## config.mk

```make
export PLATFORM = sky130hd
export DESIGN_NAME = cond_flag_eval
export DESIGN_NICKNAME = d
export VERILOG_FILES = /design/src/rtl/cfe_pkg.sv /design/src/rtl/cfe_size_pick.sv /design/src/rtl/cfe_sign_flags.sv /design/src/rtl/cfe_mul_flags.sv /design/src/rtl/cfe_bit_flags.sv /design/src/rtl/cond_flag_eval.sv
export SDC_FILE = /design/constraint.sdc
export NUM_CORES = 1
export LEC_CHECK = 0
export ABC_AREA = 1
export ABC_CLOCK_PERIOD_IN_PS = 5600
export BUFFER_PORTS_ARGS = -buffer_cell sky130_fd_sc_hd__buf_2
export CAP_MARGIN = 20
export CORE_MARGIN = 5
export CORE_UTILIZATION = 50
export DETAILED_ROUTE_END_ITERATION = 10
export PLACE_DENSITY = 0.84
export REMOVE_ABC_BUFFERS = 1
export SYNTH_ARGS = -nofsm -noshare
export SYNTH_HDL_FRONTEND = slang
export SYNTH_HIERARCHICAL = 1
export SYNTH_SLANG_ARGS = --single-unit
```

## constraint.sdc

```tcl
create_clock -name clk -period 5.6 [get_ports clk]
set_input_delay 0.28 -clock clk [delete_from_list [all_inputs] [get_ports clk]]
set_output_delay 0.28 -clock clk [all_outputs]
set_load 0.01 [all_outputs]
```

## src/rtl/cfe_pkg.sv

```systemverilog
package cfe_pkg;
   typedef enum logic [2:0] {
      OPC_ADD  = 3'd0,
      OPC_SUB  = 3'd1,
      OPC_MOVE = 3'd2,
      OPC_MULS = 3'd3,
      OPC_MULU = 3'd4,
      OPC_MCP  = 3'd5,
      OPC_BTST = 3'd6,
      OPC_LIVE = 3'd7
   } opc_e;

   localparam int FB_C = 0;
   localparam int FB_V = 1;
   localparam int FB_Z = 2;
   localparam int FB_N = 3;
   localparam int FB_X = 4;
   localparam int FB_R = 8;

   typedef struct packed {
      logic n;
      logic z;
      logic v;
      logic c;
   } nzvc_t;
endpackage

```

## src/rtl/cfe_size_pick.sv

```systemverilog
module cfe_size_pick #(
   parameter int DATA_W = 32
) (
   input  logic [1:0]        size_i,
   input  logic [DATA_W-1:0] src_i,
   input  logic [DATA_W-1:0] dst_i,
   input  logic [DATA_W-1:0] res_i,
   output logic              s_sgn_o,
   output logic              d_sgn_o,
   output logic              r_sgn_o,
   output logic              r_zero_o,
   output logic              valid_o
);
   localparam int BYTE_MSB = 7;
   localparam int WORD_MSB = 15;
   localparam int DWRD_MSB = DATA_W - 1;

   always_comb begin
      s_sgn_o  = 1'b0;
      d_sgn_o  = 1'b0;
      r_sgn_o  = 1'b0;
      r_zero_o = 1'b0;
      valid_o  = 1'b1;
      unique case (size_i)
         2'd0: begin
            s_sgn_o  = src_i[BYTE_MSB];
            d_sgn_o  = dst_i[BYTE_MSB];
            r_sgn_o  = res_i[BYTE_MSB];
            r_zero_o = (res_i[BYTE_MSB:0] == '0);
         end
         2'd1: begin
            s_sgn_o  = src_i[WORD_MSB];
            d_sgn_o  = dst_i[WORD_MSB];
            r_sgn_o  = res_i[WORD_MSB];
            r_zero_o = (res_i[WORD_MSB:0] == '0);
         end
         2'd2: begin
            s_sgn_o  = src_i[DWRD_MSB];
            d_sgn_o  = dst_i[DWRD_MSB];
            r_sgn_o  = res_i[DWRD_MSB];
            r_zero_o = (res_i == '0);
         end
         default: valid_o = 1'b0;
      endcase
   end
endmodule

```

## src/rtl/cfe_sign_flags.sv

```systemverilog
module cfe_sign_flags
   import cfe_pkg::*;
(
   input  logic  s_sgn_i,
   input  logic  d_sgn_i,
   input  logic  r_sgn_i,
   input  logic  r_zero_i,
   input  logic  valid_i,
   input  logic  inv_src_i,
   input  logic  logic_only_i,
   output nzvc_t flags_o
);
   logic s_eff;
   nzvc_t raw;

   always_comb begin
      s_eff = s_sgn_i ^ inv_src_i;
      raw   = '0;
      if (r_sgn_i) begin
         raw.n = 1'b1;
         raw.v = ~s_eff & ~d_sgn_i;
         raw.c = s_eff & d_sgn_i;
      end else begin
         raw.z = r_zero_i;
         raw.v = s_eff & d_sgn_i;
         raw.c = s_eff | d_sgn_i;
      end
      raw.c = raw.c ^ inv_src_i;
      if (logic_only_i) begin
         raw.v = 1'b0;
         raw.c = 1'b0;
      end
      flags_o = valid_i ? raw : '0;
   end
endmodule

```

## src/rtl/cfe_mul_flags.sv

```systemverilog
module cfe_mul_flags
   import cfe_pkg::*;
#(
   parameter int DATA_W  = 32,
   parameter bit HAS_MUL = 1'b1
) (
   input  logic [DATA_W-1:0] lo_i,
   input  logic [DATA_W-1:0] hi_i,
   input  logic              is_signed_i,
   output nzvc_t             flags_o
);
   generate
      if (HAS_MUL) begin : g_mul
         logic hi_is_ext;
         always_comb begin
            hi_is_ext  = (hi_i == {DATA_W{lo_i[DATA_W-1]}});
            flags_o    = '0;
            flags_o.n  = hi_i[DATA_W-1];
            flags_o.z  = (hi_i == '0) && (lo_i == '0);
            flags_o.v  = is_signed_i ? ~hi_is_ext : (hi_i != '0);
         end
      end else begin : g_nomul
         assign flags_o = '0;
      end
   endgenerate
endmodule

```

## src/rtl/cfe_bit_flags.sv

```systemverilog
module cfe_bit_flags
   import cfe_pkg::*;
#(
   parameter int DATA_W = 32
) (
   input  logic [DATA_W-1:0] val_i,
   input  logic [DATA_W-1:0] idx_i,
   output nzvc_t             flags_o
);
   localparam int IDX_W = $clog2(DATA_W);

   logic [IDX_W-1:0]  sel;
   logic [DATA_W:0]   low_span;

   always_comb begin
      sel       = idx_i[IDX_W-1:0];
      low_span  = ({{DATA_W{1'b0}}, 1'b1} << ({1'b0, sel} + 1'b1)) - 1'b1;
      flags_o   = '0;
      flags_o.n = val_i[sel];
      flags_o.z = ((val_i & low_span[DATA_W-1:0]) == '0);
   end

   logic unused_hi;
   assign unused_hi = ^idx_i[DATA_W-1:IDX_W];
endmodule

```

## src/rtl/cond_flag_eval.sv

```systemverilog
module cond_flag_eval
   import cfe_pkg::*;
#(
   parameter int DATA_W  = 32,
   parameter int STAT_W  = 16,
   parameter bit HAS_MUL = 1'b1
) (
   input  logic              clk,
   input  logic              rst_n,
   input  logic              eval_en,
   input  logic [2:0]        op_class,
   input  logic [1:0]        op_size,
   input  logic              ext_mode,
   input  logic [STAT_W-1:0] flag_mask,
   input  logic [DATA_W-1:0] src_val,
   input  logic [DATA_W-1:0] dst_val,
   input  logic [DATA_W-1:0] res_val,
   input  logic [DATA_W-1:0] prod_hi,
   output logic [STAT_W-1:0] status_q
);
   localparam logic [STAT_W-1:0] X_BIT   = STAT_W'(1) << FB_X;
   localparam logic [STAT_W-1:0] Z_BIT   = STAT_W'(1) << FB_Z;
   localparam logic [STAT_W-1:0] BT_CLR  = X_BIT | Z_BIT | (STAT_W'(1) << FB_N);

   if (DATA_W < 32 || (DATA_W & (DATA_W - 1)) != 0) begin : g_bad_w
      $error("cond_flag_eval: DATA_W must be a power of two of at least 32");
   end
   if (STAT_W <= FB_R) begin : g_bad_s
      $error("cond_flag_eval: STAT_W too narrow for the R flag");
   end

   opc_e  opc;
   logic  s_sgn, d_sgn, r_sgn, r_zero, sz_ok;
   nzvc_t f_arith, f_mul, f_bit, f_sel;
   logic [STAT_W-1:0] new_bits, wmask, next_st;

   assign opc = opc_e'(op_class);

   cfe_size_pick #(.DATA_W(DATA_W)) u_size (
      .size_i(op_size), .src_i(src_val), .dst_i(dst_val), .res_i(res_val),
      .s_sgn_o(s_sgn), .d_sgn_o(d_sgn), .r_sgn_o(r_sgn),
      .r_zero_o(r_zero), .valid_o(sz_ok)
   );

   cfe_sign_flags u_sign (
      .s_sgn_i(s_sgn), .d_sgn_i(d_sgn), .r_sgn_i(r_sgn),
      .r_zero_i(r_zero), .valid_i(sz_ok),
      .inv_src_i(opc == OPC_SUB),
      .logic_only_i(opc == OPC_MOVE),
      .flags_o(f_arith)
   );

   cfe_mul_flags #(.DATA_W(DATA_W), .HAS_MUL(HAS_MUL)) u_mul (
      .lo_i(res_val), .hi_i(prod_hi),
      .is_signed_i(opc == OPC_MULS),
      .flags_o(f_mul)
   );

   cfe_bit_flags #(.DATA_W(DATA_W)) u_bit (
      .val_i(dst_val), .idx_i(src_val), .flags_o(f_bit)
   );

   always_comb begin
      unique case (opc)
         OPC_MULS, OPC_MULU: f_sel = f_mul;
         OPC_BTST:           f_sel = f_bit;
         default:            f_sel = f_arith;
      endcase

      new_bits        = '0;
      new_bits[FB_N]  = f_sel.n;
      new_bits[FB_Z]  = f_sel.z;
      new_bits[FB_V]  = f_sel.v;
      if (opc == OPC_MCP) new_bits[FB_R] = f_sel.c;
      else                new_bits[FB_C] = f_sel.c;

      wmask = flag_mask | X_BIT;
      if (ext_mode && f_sel.z) wmask = wmask & ~Z_BIT;

      unique case (opc)
         OPC_LIVE: next_st = status_q;
         OPC_BTST: next_st = (status_q & ~BT_CLR) | (new_bits & BT_CLR);
         default:  next_st = (status_q & ~wmask) | (new_bits & wmask);
      endcase
   end

   always_ff @(posedge clk) begin
      if (!rst_n)       status_q <= '0;
      else if (eval_en) status_q <= next_st;
   end
endmodule

```

==> run summary, run 1 <==
run status -> finished clean
final instance area -> 3860 sq um
Max Cap Viol -> 0
Arr. time, crit path -> 3350 ps
final setup vio count -> 0
Longest Clk Path Bufs -> 2
delay of the slowest critical-path stage -> 580 ps
critical path startpoint category -> input pin
GRT overflow -> 0
vias -> 4315
layout cells sized above 1 -> 28.8%
# H-tree levels -> 1
fin. max-slew vios -> 0
die height -> 88.6 microns
CTS tree -> done
dpl cell area -> 3810 sq um
R2R depth -> 2
crit path max fanout -> 15
antenna cell count -> 0
Die W -> 88.6 microns
Worst-path clk slew -> 60 ps
pin count of the biggest net entering global routing -> 22
final hold vios -> 0
Worst Tran Pin Value -> 712 ps
post-CTS setup buffer count -> 0
fin crit share -> 57.2%
WL final -> 10800 microns
hold depth -> 4
mapped cell area -> 3090 sq um
global-route wire length before repair -> 16400 microns
Std-Cell Rows -> 28
Core Region -> 5960 sq um
Crit-path slowest cell -> nor2_2
Leak Pwr -> 2.29 nW
die area -> 7860 sq um
min-delay src -> flag_mask[9]
R2R setup slack -> 4940 ps
CP Capture Type -> flip-flop
critical path's most frequent cell -> nand2_1
Hold Buf Count CTS -> 0
critical path's top delay family -> simple AND/OR/NAND/NOR gates
Initial DRT Pass Iterations -> 5
Inst Count DP -> 800
Post-Layout Cell Count -> 804
peak supply drop -> 0.000158 V
share of the core filled with cells -> 64.8%
Placer Congestion -> 0.950
P&R area growth vs syn -> 24.8%
initial antenna violation count -> 0
Post-DP HPWL -> 9110 microns
P per Cell Area -> 112 nW/um^2
Crit Path Class -> input pin to flip-flop
TritonCTS Buffers -> 3
post-CTS resize count -> 0
Root Driver -> clkbuf_8
worst relative slew slack -> 52.5%
crit path cell chain -> buf_2 > nor2_2 > nand4_1 > ha_1 > nand2_1 > nor2_4 > nand2_2 > nand2_1 > nand3_1 > nand3_1 > nor2_1 > nand2_1 > nor2_1 > nand2_1 > nor2_1 > inv_1 > nor2_1 > a21oi_1 > nand2_2 > nand2_1 > nand2_1 > nand2_1 > a21oi_1 > nor2_1
Total Routing Usage GR -> 25.6%
Hold Path End -> status_q[9]$_SDFFE_PN0P_
clk sinks -> 15
RSZ-0062 raised after global routing -> false
IO Port Bufs -> 142
vias in the first global route -> 3850
fill cell count -> 618
DRT iter0 DRCs -> 387
Post-Synthesis Cells -> 597
Vias per Instance -> 5.37
Starting Density -> 51.9%
# DRC -> 0
Tmin final -> 3200 ps
Worst Skew -> 0 ps
DRT antenna net count -> 0
CP Data Required Time -> 5740 ps
Hold/Removal Path Class -> input pin to flip-flop
TNS Setup -> 0 ps
DR WL/cell -> 13.4 microns
Worst-Skew Late Latency -> 250 ps
Fmax achieved -> 0.312 GHz
Syn Area/Cell -> 5.18 sq um
worst path bufs/invs -> 2
nets -> 884
io pins -> 169
Ys Warns -> 6
[where the power goes]
group	switching (mW)	total (mW)	internal, mW
Clock	0.0357	0.0849	0.0492
Combinational	0.147	0.236	0.0892
Sequential	0.000968	0.110	0.109
[placed cells by master, fill, tap and decap left out, drive strengths merged]
cell type and n:
nand2 178, buf 142, nor2 134, nand3 85, inv 79, nand4 24, a22oi 15, dfxtp 15
o21ai 14, a21oi 10, nor3 9, a31oi 4, conb 4, clkinv 4, clkbuf 3, nand3b 3
o21a 1, a41oi 1, o2111ai 1, a32oi 1, ha 1, and2 1
[how the worst max path moves through the flow]
stage	start	slack, ps	endpoint	depth (start not counted)
finish	src_val[0]	2400	flip-flop	24
global route	src_val[0]	2190	flip-flop	24
CTS	src_val[0]	2450	flip-flop	24
detailed placement	src_val[0]	2180	flip-flop	24
global placement	src_val[0]	2300	flip-flop	24
floorplan	src_val[0]	3100	flip-flop	23
[tightest hold or removal path, cell delays in order]
cell and delay [ps]:
buf_2 70, nand2_1 40, nand3_1 50, inv_1 30
[metrics by stage]
step | total power, mW | hold WS, ps | setup WS [ps]
6_report | 0.431 | 273 | 2400
5_1_grt | 0.464 | 286 | 2190
4_1_cts | 0.430 | 270 | 2450
3_5_place_dp | 0.343 | 444 | 2180
3_3_place_gp | 0.339 | 437 | 2300
2_1_floorplan | 0.246 | 401 | 3100
[per-layer routing]
layer | track usage [%] | part of all wire, %
met2 | 47.1 | 48
met5 | 0 | 0
met4 | 6.32 | 1.7
met3 | 2.23 | 11
met1 | 32.0 | 40
[layout make-up]
cell class	instances	area, sq um	share of cell area, %
well taps	75	93.8	2.43
repair buffers	142	711	18.4
flip-flops and latches	15	300	7.78
inverters	82	308	7.98
clock inverters	1	5.00	0.130
clock buffers	3	41.3	1.07
multi-input cells	486	2400	62.2
No activity file was read; power rests on OpenSTA's default activity.
==> run 2, diff against run 1 <==
--- a/config.mk
+++ b/config.mk
@@ -6,13 +6,13 @@
 export NUM_CORES = 1
 export LEC_CHECK = 0
 export ABC_AREA = 1
-export ABC_CLOCK_PERIOD_IN_PS = 5600
+export ABC_CLOCK_PERIOD_IN_PS = 2860
 export BUFFER_PORTS_ARGS = -buffer_cell sky130_fd_sc_hd__buf_2
 export CAP_MARGIN = 20
 export CORE_MARGIN = 5
-export CORE_UTILIZATION = 50
+export CORE_UTILIZATION = 42
 export DETAILED_ROUTE_END_ITERATION = 10
-export PLACE_DENSITY = 0.84
+export PLACE_DENSITY = 0.75
 export REMOVE_ABC_BUFFERS = 1
 export SYNTH_ARGS = -nofsm -noshare
 export SYNTH_HDL_FRONTEND = slang
==> constraint.sdc (replaced) <==
create_clock -name clk -period 2.86 [get_ports clk]
set_input_delay 0.143 -clock clk [delete_from_list [all_inputs] [get_ports clk]]
set_output_delay 0.143 -clock clk [all_outputs]
set_load 0.01 [all_outputs]
==> run summary, run 2 (synthesized netlist as in run 1, its figures left out) <==
run status -> finished clean (unchanged)
Initial DRT Pass Iterations -> 5 (unchanged)
Hold/Removal Path Class -> input pin to flip-flop (unchanged)
fin crit share -> 88.6%
clk sinks -> 15 (unchanged)
vias -> 4374 (was 4315)
commonest non-fill, non-tap cells in the layout -> 156 x nand2_1, 142 x buf_2, 112 x nor2_1 (unchanged)
antenna cell count -> 0 (unchanged)
TNS Setup -> 0 ps (unchanged)
final setup vio count -> 0 (unchanged)
# H-tree levels -> 1 (unchanged)
io pins -> 169 (unchanged)
vias in the first global route -> 3828 (was 3850)
Inst Count DP -> 844 (was 800)
Worst-path clk slew -> 60 ps (about the same)
Tmin final -> 2530 ps
fin. max-slew vios -> 0 (unchanged)
Total Routing Usage GR -> 22.3% (was 25.6%)
WL final -> 11000 microns (was 10800 microns)
TritonCTS Buffers -> 3 (unchanged)
crit path max fanout -> 11 (was 15)
Leak Pwr -> 2.39 nW (was 2.29 nW)
Worst-Skew Late Latency -> 240 ps (was 250 ps)
Hold Path End -> status_q[15]$_SDFFE_PN0P_ (was status_q[9]$_SDFFE_PN0P_)
Placer Congestion -> 1.01 (was 0.950)
GRT overflow -> 0 (unchanged)
hold depth -> 4 (unchanged)
Hold Buf Count CTS -> 0 (unchanged)
Crit Path Class -> input pin to flip-flop (unchanged)
Max Cap Viol -> 0 (unchanged)
P&R area growth vs syn -> 31.4% (was 24.8%)
Post-Layout Cell Count -> 848 (was 804)
peak supply drop -> 0.000178 V (was 0.000158 V)
IO Port Bufs -> 142 (unchanged)
Root Driver -> clkbuf_8 (unchanged)
CTS tree -> done (unchanged)
Longest Clk Path Bufs -> 2 (unchanged)
DRT iter0 DRCs -> 389 (was 387)
Post-DP HPWL -> 9390 microns (was 9110 microns)
# DRC -> 0 (unchanged)
Pwr Total -> 865 uW (was 431 uW)
initial antenna violation count -> 0 (unchanged)
nets -> 904 (was 884)
dpl cell area -> 4020 sq um (was 3810 sq um)
R2R setup slack -> 2200 ps (was 4940 ps)
critical path startpoint category -> input pin (unchanged)
post-CTS setup buffer count -> 0 (unchanged)
final hold vios -> 0 (unchanged)
Worst Skew -> 0 ps (unchanged)
Die W -> 95.8 microns (was 88.6 microns)
global-route wire length before repair -> 16600 microns (was 16400 microns)
DR WL/cell -> 12.9 microns (was 13.4 microns)
post-CTS resize count -> 0 (unchanged)
P per Cell Area -> 213 nW/um^2 (was 112 nW/um^2)
Core Region -> 7210 sq um (was 5960 sq um)
CP Data Required Time -> 3000 ps (was 5740 ps)
Fmax achieved -> 0.395 GHz
R2R depth -> 2 (unchanged)
final instance area -> 4060 sq um (was 3860 sq um)
layout cells sized above 1 -> 30.6% (was 28.8%)
pin count of the biggest net entering global routing -> 18 (was 22)
Arr. time, crit path -> 2680 ps (was 3350 ps)
RSZ-0062 raised after global routing -> false (unchanged)
Std-Cell Rows -> 31 (was 28)
commonest non-fill, non-tap cell in the layout -> nand2_1 (unchanged)
die area -> 9180 sq um (was 7860 sq um)
die height -> 95.8 microns (was 88.6 microns)
CP Capture Type -> flip-flop (unchanged)
DRT antenna net count -> 0 (unchanged)
Vias per Instance -> 5.16 (was 5.37)
Starting Density -> 42.9% (was 51.9%)
min-delay src -> flag_mask[15] (was flag_mask[9])
run 2: changes by cell type in the layout (fill, tap and decap cells not counted), sizes merged:
cell	previous run	this run
clkbuf	3	4
buf	142	162
clkinv	4	3
run 2: worst max path at each step:
stage / from / cells after the start / slack, ps / to
after floorplan: src_val[0] / 23 / 500 / flip-flop
after global placement: src_val[2] / 23 / 150 / flip-flop
after detailed placement: src_val[2] / 23 / 80 / flip-flop
after CTS: src_val[2] / 23 / 330 / flip-flop
after global routing: src_val[2] / 23 / 6 / flip-flop
final: src_val[2] / 23 / 330 / flip-flop
run 2: cell type report:
| type | instances | area, sq um |
|---|---|---|
| flip-flops and latches | 15 | 300 |
| repair buffers | 162 | 886 |
| clock buffers | 4 | 45.0 |
| well taps | 99 | 124 |
| multi-input cells | 486 | 2400 |
| inverters | 82 | 308 |
| fillers | 745 | 3150 |
run 2: through the flow:
| step | setup slack (ps) | util (%) | hold WS [ps] |
|---|---|---|---|
| CTS | 334 | 56.3 | 139 |
| global placement | 153 | 55.7 | 394 |
| finish | 326 | 56.3 | 139 |
| global route | 5.54 | 56.3 | 153 |
| detailed placement | 79.6 | 55.7 | 399 |
| floorplan | 500 | - | 264 |
run 2: where the power goes:
group / switching (mW) / internal (mW) / total, mW
registers: 0.00225 / 0.214 / 0.216
logic: 0.289 / 0.191 / 0.480
clock network: 0.0700 / 0.0986 / 0.169
run 2: per-layer routing:
layer | vias up | global-route usage, % | share of wire, %
met4 | 0 | 6.16 | 2.4
met5 | - | 0 | 0
met2 | 228 | 39.2 | 47
met3 | 24 | 2.27 | 11
met1 | 1889 | 28.8 | 40
li1 | 2233 | - | -
run 2: worst max-delay path: stages:
cell     delay (ps)
buf_2           210
inv_2            60
nand4_1         130
ha_1            260
nand2_1         120
nor2_4          180
nand2_2         130
nor2_4          180
nand2_1          90
nor2_2           80
nor2_1           50
nor2_1          160
nand2_1          90
nor2_1          150
inv_1            50
nor2_1          100
a21oi_1          60
nand2_2          70
nand2_1          50
nand2_1          50
nand2_1          70
a21oi_1         130
nor2_1           60
